File: src/rtl/sram_lane_ctrl.sv
module sram_lane_ctrl #(
  parameter int AW = 20,
  parameter int DW = 32,
  parameter int T_CLK_NS = 4,
  parameter int T_AS_NS = 1,
  parameter int T_WP_NS = 10,
  parameter int T_DW_NS = 7,
  parameter int T_AA_NS = 12,
  parameter int T_HZ_NS = 7
) (
  input  logic              clk,
  input  logic              rst_n,
  input  logic              req,
  input  logic              req_wr,
  input  logic [AW-1:0]     req_addr,
  input  logic [DW-1:0]     req_wdata,
  input  logic [DW/8-1:0]   req_mask,
  output logic              rdy,
  output logic [DW-1:0]     rd_data,
  output logic [AW-1:0]     mem_addr,
  output logic [DW/8-1:0]   mem_cs_n,
  output logic              mem_we_n,
  output logic              mem_oe_n,
  output logic [DW-1:0]     mem_dq_out,
  output logic              mem_dq_oe,
  input  logic [DW-1:0]     mem_dq_in
);
  localparam int LANES = DW / 8;

  function automatic int cyc(input int ns);
    int c;
    c = (ns + T_CLK_NS - 1) / T_CLK_NS;
    return (c < 1) ? 1 : c;
  endfunction

  localparam int SETUP_CYC = cyc(T_AS_NS);
  localparam int WE_CYC    = cyc((T_WP_NS > T_DW_NS) ? T_WP_NS : T_DW_NS);
  localparam int RD_CYC    = cyc(T_AA_NS);
  localparam int TURN_CYC  = cyc(T_HZ_NS);
  localparam int MAX_A     = (SETUP_CYC > WE_CYC) ? SETUP_CYC : WE_CYC;
  localparam int MAX_B     = (RD_CYC > TURN_CYC) ? RD_CYC : TURN_CYC;
  localparam int MAXC      = (MAX_A > MAX_B) ? MAX_A : MAX_B;
  localparam int CW        = $clog2(MAXC + 1);

  typedef enum logic [2:0] {S_IDLE, S_WSET, S_WPUL, S_WHLD, S_RACC, S_TURN} st_t;

  st_t             st, nxt;
  logic [CW-1:0]   cnt, cnt_nxt;
  logic [LANES-1:0] mask_q, sel_mask;
  logic            last, take;

  assign last     = (cnt == '0);
  assign take     = (st == S_IDLE) && req && rdy;
  assign sel_mask = take ? req_mask : mask_q;

  always_comb begin
    nxt     = st;
    cnt_nxt = last ? cnt : cnt - 1'b1;
    case (st)
      S_IDLE: if (take) begin
        nxt     = req_wr ? S_WSET : S_RACC;
        cnt_nxt = req_wr ? CW'(SETUP_CYC - 1) : CW'(RD_CYC - 1);
      end
      S_WSET: if (last) begin
        nxt     = S_WPUL;
        cnt_nxt = CW'(WE_CYC - 1);
      end
      S_WPUL: if (last) begin
        nxt     = S_WHLD;
        cnt_nxt = '0;
      end
      S_WHLD: nxt = S_IDLE;
      S_RACC: if (last) begin
        nxt     = S_TURN;
        cnt_nxt = CW'(TURN_CYC - 1);
      end
      S_TURN: if (last) nxt = S_IDLE;
      default: nxt = S_IDLE;
    endcase
  end

  always_ff @(posedge clk or negedge rst_n) begin
    if (!rst_n) begin
      st         <= S_IDLE;
      cnt        <= '0;
      rdy        <= 1'b1;
      mask_q     <= '0;
      mem_addr   <= '0;
      mem_dq_out <= '0;
      mem_cs_n   <= '1;
      mem_we_n   <= 1'b1;
      mem_oe_n   <= 1'b1;
      mem_dq_oe  <= 1'b0;
      rd_data    <= '0;
    end else begin
      st        <= nxt;
      cnt       <= cnt_nxt;
      rdy       <= (nxt == S_IDLE);
      if (take) begin
        mask_q     <= req_mask;
        mem_addr   <= req_addr;
        mem_dq_out <= req_wdata;
      end
      mem_cs_n  <= (nxt inside {S_WSET, S_WPUL, S_WHLD, S_RACC}) ? ~sel_mask : '1;
      mem_we_n  <= (nxt != S_WPUL);
      mem_oe_n  <= (nxt != S_RACC);
      mem_dq_oe <= (nxt inside {S_WSET, S_WPUL, S_WHLD});
      if (st == S_RACC && last)
        for (int i = 0; i < LANES; i++)
          if (mask_q[i]) rd_data[8*i +: 8] <= mem_dq_in[8*i +: 8];
    end
  end
endmodule

File: config.mk
export PLATFORM = sky130hd
export DESIGN_NAME = sram_lane_ctrl
export DESIGN_NICKNAME = d
export VERILOG_FILES = /design/src/rtl/sram_lane_ctrl.sv
export SDC_FILE = /design/constraint.sdc
export NUM_CORES = 1
export LEC_CHECK = 0
export ABC_AREA = 0
export BUFFER_PORTS_ARGS = -buffer_cell sky130_fd_sc_hd__buf_2
export CORE_MARGIN = 5
export CORE_UTILIZATION = 47
export CTS_CLUSTER_SIZE = 25
export DETAILED_ROUTE_END_ITERATION = 7
export PLACE_DENSITY = 0.88
export SLEW_MARGIN = 10
export SYNTH_ARGS = -nofsm -noshare
export SYNTH_HDL_FRONTEND = slang
export SYNTH_SLANG_ARGS = --single-unit
export TNS_END_PERCENT = 10
File: constraint.sdc
create_clock -name clk -period 1.8 [get_ports clk]
set_input_delay 0.09 -clock clk [delete_from_list [all_inputs] [get_ports clk]]
set_output_delay 0.09 -clock clk [all_outputs]
set_load 0.03 [all_outputs]
==> results of run 1 <==
## sequential cells by signal (all words and copies together), names as in the netlist
register,flops
mem_dq_out,32
rd_data,32
mem_addr,20
mask_q,4
mem_cs_n,4
st,3
cnt,2
mem_dq_oe,1
mem_oe_n,1
mem_we_n,1
rdy,1
## area by class of cell
cell class | instances | area (um^2)
Antenna cell | 1 | 2.50
Clock buffer | 12 | 145
Clock inverter | 4 | 33.8
Fill cell | 495 | 2150
Inverter | 3 | 11.3
Multi-Input combinational cell | 148 | 1390
Sequential cell | 101 | 2540
Tap cell | 105 | 131
Timing Repair Buffer | 281 | 1900
## Yosys cell counts, types with 2 or more instances
| cell | count | area (um^2) |
|---|---|---|
| a21boi_0 | 3 | 22.5 |
| a21oi_1 | 2 | 10.0 |
| buf_2 | 3 | 15.0 |
| buf_6 | 6 | 67.6 |
| dfrtp_1 | 94 | 2350 |
| dfstp_2 | 7 | 184 |
| ha_1 | 3 | 37.5 |
| inv_1 | 3 | 11.3 |
| mux2_1 | 2 | 22.5 |
| mux2_2 | 82 | 923 |
| nand2_1 | 8 | 30.0 |
| nand2_2 | 4 | 25.0 |
| nand2b_1 | 2 | 12.5 |
| nand3_1 | 7 | 35.0 |
| nor2_1 | 3 | 11.3 |
| o21a_1 | 2 | 15.0 |
| o21ai_0 | 8 | 40.0 |
| o2bb2ai_1 | 3 | 26.3 |
| or2b_1 | 2 | 15.0 |
## power breakdown
part / switching, mW / leakage [nW] / internal [mW]
sequential: 0.647 / 1.19 / 3.42
clock: 0.754 / 0.0868 / 0.550
combinational: 3.53 / 1.69 / 2.13
## routing by layer
layer / vias to the layer above / track usage, %
li1: 1493 / -
met1: 1598 / 25.3
met2: 156 / 40.5
met3: 37 / 5.01
met4: 0 / 9.59
met5: - / 0
## metrics by stage
| step | hold slack, ns | instances |
|---|---|---|
| CTS | 0.00298 | 654 |
| floorplan | -0.206 | 263 |
| global placement | 0.102 | 550 |
| global route | 0.0266 | 654 |
| detailed placement | 0.111 | 550 |
| finish | 0.0318 | 655 |
## worst max-delay path, cell delays in order (launching register included)
cell and delay [ns]:
dfrtp_1 0.60, nor3_4 0.10, nand2_4 0.18, buf_12 0.26
mux2_2 0.38
## worst paths after layout
check / startpoint / to / slack (ns) / cells past startpoint
max: st[1]$_DFF_PN0_ / mem_dq_out[13]$_DFFE_PN0N_ / 0.13 / 4
min: req_wr / st[0]$_DFF_PN0_ / 0.03 / 3
max reg2reg: st[1]$_DFF_PN0_ / mem_dq_out[13]$_DFFE_PN0N_ / 0.13 / 4
min reg2reg: mem_dq_out[5]$_DFFE_PN0N_ / mem_dq_out[5]$_DFFE_PN0N_ / 0.51 / 1
max in group asynchronous: rst_n / mem_we_n$_DFF_PN1_ / 1.03 / 3
min in group asynchronous: rst_n / cnt[1]$_DFF_PN0_ / 0.30 / 3
## layout by cell type (no fill, tap or decap), types with 4 or more instances in the layout
| cell | instances |
|---|---|
| buf_2 | 182 |
| dfrtp_1 | 94 |
| dlygate4sd3_1 | 88 |
| mux2_2 | 82 |
| clkbuf_8 | 10 |
| buf_4 | 9 |
| nand2_1 | 8 |
| o21ai_0 | 8 |
| nand3_1 | 7 |
| dfstp_2 | 7 |
| nand2_2 | 4 |
## cells by family after synthesis
group / Yosys count / share of synthesized area [%]
and+or+nand+nor: 35 / 5.28
DFF: 101 / 62.9
AOI/OAI and AO/OA: 25 / 4.56
buffers and inverters: 14 / 2.61
muxes: 85 / 23.7
adders and majority gates: 3 / 0.931
## what timing repair did
item,in CTS,in global routing
resized for setup,0,0
hold buffers,88,0
setup endpoints to repair,0,0
hold endpoints to repair,185,0
==> reports/summary.log, run 1 <==
[run_status] run status finished clean
[cts] cell at the root of the clock tree clkbuf_8
[placement] worst-case setup slack after placement 0.125 ns
[global_route] wire length of the first global-routing pass 18.0 mm
[logic_synthesis] number of distinct library cells after synthesis 38
[worst_setup_path] critical-path maximum fanout 44
[placement] number of input and output port buffers inserted 183
[worst_setup_path] CP startpoint kind flip-flop
[cts] number of sinks driven by the clock tree 101
[routing] routed wire length on met3 933 um
[floorplanning] die outline area 10,500 um^2
[floorplanning] core area 8300 um^2
[pwr] Leak 2.97 nW
[routing] post-route antenna net violation count 0
[worst_setup_path] Critical Path AT 1.90 ns
[floorplanning] row cnt 33
[timing] worst clock skew 0.0103 ns
[worst_hold_path] worst min-delay path class input port to flip-flop
[job] number of max-capacitance violations reported 0
[global_route] maximum number of pins on one net before global-route repair 60
[floorplanning] initial cell density of the core 48.6%
[logic_synthesis] syn_area_per_cell 15.3 um^2
[floorplanning] die height 103 um
[routing] router iterations before antenna repair 4
[logic_synthesis] Post-Syn Instances 263
[timing] slew at the pin closest to its max-slew limit 0.507 ns
[worst_setup_path] Critical Setup Path Class flip-flop to flip-flop
[cts] deepest clock path buffer count 2
[routing] uppermost metal layer occupied by signal nets met4
[routing] First DRT Iteration DRCs 114
[timing] minimum clock period 1.67 ns
[placement] area after detailed placement 5090 um^2
[global_route] vias in the first global route 3,618
[logic_synthesis] sequential cell area fraction in the yosys report 62.9%
[logic_synthesis] number of warnings printed during yosys synthesis 0
[pwr] power density over the cells 1790 nW/um^2
[floorplanning] width of the die 103 um
[timing] final critical-path share of the clock period 92.6%
[routing] Met2 Routed Length 6.23 mm
[placement] global placement routability congestion 0.832
[timing] Final Hold Fails 0
[layout] Util after Layout 74.1%
[global_route] overall overflow remaining after global route 0
[worst_setup_path] critical path endpoint category flip-flop
[routing] residual DRC count 0
[timing] Slew Limit Headroom 66.2%
[logic_synthesis] area of the mapped netlist 4030 um^2
[layout] Final Cell Area 6150 um^2
[cts] clock slew at the register clock pins of the worst setup and hold paths 0.09 ns
[placement] HPWL after detailed placement 7.10 mm
[logic_synthesis] FF+latch count, synth 101
[layout] share of post-route cells with drive strength above 1 55.9%
[pwr] IR Drop Worst-Case VDD 790 uV
[logic_synthesis] Primary FF master, synth dfrtp_1
[timing] Max Slew Vio Count 0
[layout] post-synthesis to final-layout area growth 52.5%
[routing] total length of routed wires 11.7 mm
[logic_synthesis] Post-synth EDFFs 0
[cts] TritonCTS clock tree done
[layout] number of nets in the layout 639
[routing] routed vias 3,284
[timing] setup repair after global routing missed its margin false
[timing] Worst Slack Setup Final 0.134 ns
[routing] routed length per instance 17.9 um
[logic_synthesis] share of flip-flops with an asynchronous set or reset after synthesis 100%
[global_route] Global Route Usage Sum 22.4%
[cts] maximum level of the CTS H-tree 3
[worst_setup_path] required time of the critical path 2.04 ns
[logic_synthesis] Net Count, Synth 358
[pwr] Overall Power 11.0 mW
[cts] CTS Buf Count 9
[global_route] number of antenna violations at the first check in global routing 0
[timing] post-route setup TNS 0 ns
[routing] mean number of vias per cell 5.01
[floorplanning] Top-Level Pins 184
[cts] source-to-sink clock delay at the later pin of the worst-skew pair 0.35 ns
[cts] Post-CTS Setup Bufs 0
[timing] Max Fclk 600 MHz
[timing] number of endpoints failing setup at the final stage 0
[routing] wire length on met1 4.22 mm
(Power assumes the default switching activity.)
==> run 2, diff against run 1 <==
- CORE_ASPECT_RATIO: unset -> 0.6
==> run 2 against run 1 <==
  * Die area increased by 0.58%
  * Final area increased by 1.7%
  * Via count decreased by 1.0%
  * Largest cell class unchanged
  * Clock power increased by 45%
  * Wire length decreased by 0.35%
  * Clock-buffer cell count decreased by 1
  * Cell count increased by 0.31%
  * Maximum frequency decreased by 1.8%
  * Sequential share of layout area decreased by 0.68 points
  * Largest power group unchanged
  * Power increased by 5.6%
  * Utilization increased by 0.11 points
  * Sequential cell count unchanged
==> reports/summary.log, run 2 (synthesized netlist as in run 1, its figures left out) <==
[run_status] run status finished clean
[pwr] net switching power 5.02 mW
[routing] routed vias 3,250
[worst_setup_path] launching point of the worst reg2reg path cnt[0]$_DFF_PN0_
[worst_setup_path] CP startpoint kind flip-flop
[cts] deepest clock path buffer count 2
[floorplanning] initial cell density of the core 47.8%
[layout] most used cells in the layout excluding fill and tap cells buf_2 (182), dfrtp_1 (94), dlygate4sd3_1 (85)
[worst_setup_path] critical path endpoint category flip-flop
[pwr] Overall Power 11.7 mW
[placement] HPWL after detailed placement 7.45 mm
[cts] CTS Buf Count 9
[placement] global placement routability congestion 0.873
[global_route] met3 Track Usage GR 8.58%
[worst_setup_path] worst setup path start cnt[0]$_DFF_PN0_
[cts] TritonCTS clock tree done
[floorplanning] Top-Level Pins 184
[cts] cell at the root of the clock tree clkbuf_16
[worst_setup_path] cell with the largest stage delay on the worst path dfrtp_1
[timing] Slew Limit Headroom 67.8%
[pwr] register share of total power 35.3%
[global_route] global-route layer with the greatest usage met2
[worst_setup_path] critical-path maximum fanout 8
[timing] Post-Route Hold Slack 0.0205 ns
[placement] area after detailed placement 5100 um^2
[global_route] overall overflow remaining after global route 0
[pwr] combinational fraction of design power 48.5%
[pwr] Leak 3.00 nW
[global_route] wire length of the first global-routing pass 18.2 mm
[timing] Max Slew Vio Count 0
[global_route] GR Layer Usage met2 37.5%
[worst_setup_path] required time of the critical path 2.01 ns
[pwr] power density over the cells 1860 nW/um^2
[cts] source-to-sink clock delay at the later pin of the worst-skew pair 0.33 ns
[global_route] number of antenna violations at the first check in global routing 0
[pwr] power share of the clock group 16.2%
[timing] number of endpoints failing setup at the final stage 0
[timing] Final Hold Fails 0
[cts] number of sinks driven by the clock tree 101
[layout] biggest regs mem_dq_out x32, rd_data x32, mem_addr x20
[cts] maximum level of the CTS H-tree 3
[global_route] Global Route Usage Sum 22.5%
[job] number of max-capacitance violations reported 0
[global_route] vias in the first global route 3,529
[placement] number of input and output port buffers inserted 183
[floorplanning] width of the die 130 um
[timing] post-route setup TNS 0 ns
[cts] clock slew at the register clock pins of the worst setup and hold paths 0.07 ns
[worst_hold_path] hold_sp req_mask[1]
[floorplanning] die outline area 10,600 um^2
[worst_setup_path] Critical Setup Path Class flip-flop to flip-flop
[global_route] met1 Use GR 28.0%
[routing] routed length per instance 17.8 um
[pwr] internal power component 6.63 mW
[worst_hold_path] worst min-delay path class input port to flip-flop
[routing] residual DRC count 0
[floorplanning] row cnt 26
[worst_setup_path] cell-by-cell trace of the critical path inv_1 > ha_2 > and4bb_4 > nand2_2 > mux2_1
[worst_setup_path] Critical Path AT 1.91 ns
[layout] number of nets in the layout 635
[timing] worst clock skew 0.00669 ns
[timing] minimum clock period 1.70 ns
[global_route] maximum number of pins on one net before global-route repair 42
[layout] post-synthesis to final-layout area growth 55.1%
[routing] First DRT Iteration DRCs 147
[layout] most common cell after layout, fill and taps aside buf_2
[timing] setup repair after global routing missed its margin false
[placement] worst-case setup slack after placement 0.0139 ns
[routing] router iterations before antenna repair 4
[timing] final critical-path share of the clock period 94.3%
[routing] post-route antenna net violation count 0
[floorplanning] core area 8430 um^2
[pwr] net switching share of the total power 43.1%
[layout] share of post-route cells with drive strength above 1 56.3%
[routing] mean number of vias per cell 4.95
[floorplanning] die height 81.7 um
[timing] slew at the pin closest to its max-slew limit 0.482 ns
[timing] Max Fclk 589 MHz
[layout] number of diodes 0
[worst_setup_path] Slowest Stage Delay on Critical Path 0.40 ns
[pwr] IR Drop Worst-Case VDD 1090 uV
[routing] total length of routed wires 11.7 mm
[layout] Final Cell Area 6250 um^2
[timing] Worst Slack Setup Final 0.103 ns
## run 2: cell types whose count changed in the layout (fill, tap and decap cells not counted), sizes merged
| cell | before | now |
|---|---|---|
| dlygate4sd3 | 88 | 85 |
| buf | 193 | 192 |
| clkbuf | 12 | 11 |
| diode | 1 | 0 |
| bufinv | 0 | 1 |
| clkinv | 3 | 1 |
| clkinvlp | 1 | 3 |
## run 2: worst max-delay path: cells and delay by family (launching register included)
family	cells	cell delay (ns)
DFF	1	0.40
muxes	1	0.35
and+or+nand+nor	2	0.48
adders and majority gates	1	0.26
buffers and inverters	1	0.09
## run 2: repair_timing
item | CTS | global route
hold buffers | 83 | 2
setup buffers | 0 | 0
gates resized for setup | 0 | 2
endpoints found under the setup margin | 0 | 32
endpoints found under the hold margin | 111 | 2
## run 2: metrics by stage
stage          cells  util [%]
2_1_floorplan    263         -
3_5_place_dp     556      60.5
5_1_grt          657      74.2
4_1_cts          655      73.9
6_report         657      74.2
3_3_place_gp     556      60.5
## run 2: path summary, 6_finish.rpt
check,end,slack (ns),depth (start not counted)
worst max-delay path,rd_data[16]$_DFFE_PN0P_,0.10,5
worst min-delay path,mask_q[1]$_DFF_PN0_,0.02,3
worst max register to register,rd_data[16]$_DFFE_PN0P_,0.10,5
worst min register to register,mem_dq_out[5]$_DFFE_PN0N_,0.50,1
max in group asynchronous,mem_cs_n[1]$_DFF_PN1_,0.94,3
min in group asynchronous,rd_data[31]$_DFFE_PN0P_,0.23,2
## run 2: cell type report
type	instances	area (um^2)
multi-input cells	148	1400
fillers	534	2170
repair buffers	277	1870
clock inverters	5	61.3
clock buffers	11	233
well taps	112	140
inverters	3	11.3
flip-flops and latches	101	2540
## run 2: power by group through the flow
stage          registers, mW  clock network, mW  logic [mW]
3_5_place_dp            4.08                  0        5.44
5_1_grt                 4.24               2.03        6.01
4_1_cts                 4.06               1.94        5.60
3_3_place_gp            4.01                  0        5.31
6_report                4.11               1.89        5.65
2_1_floorplan           6.06                  0        1.75
## run 2: metal layers
layer | share of wire [%] | wire length (um)
met4 | 1.5 | 172
met1 | 40 | 4690
met3 | 11 | 1280
met2 | 48 | 5550
met5 | 0 | 0
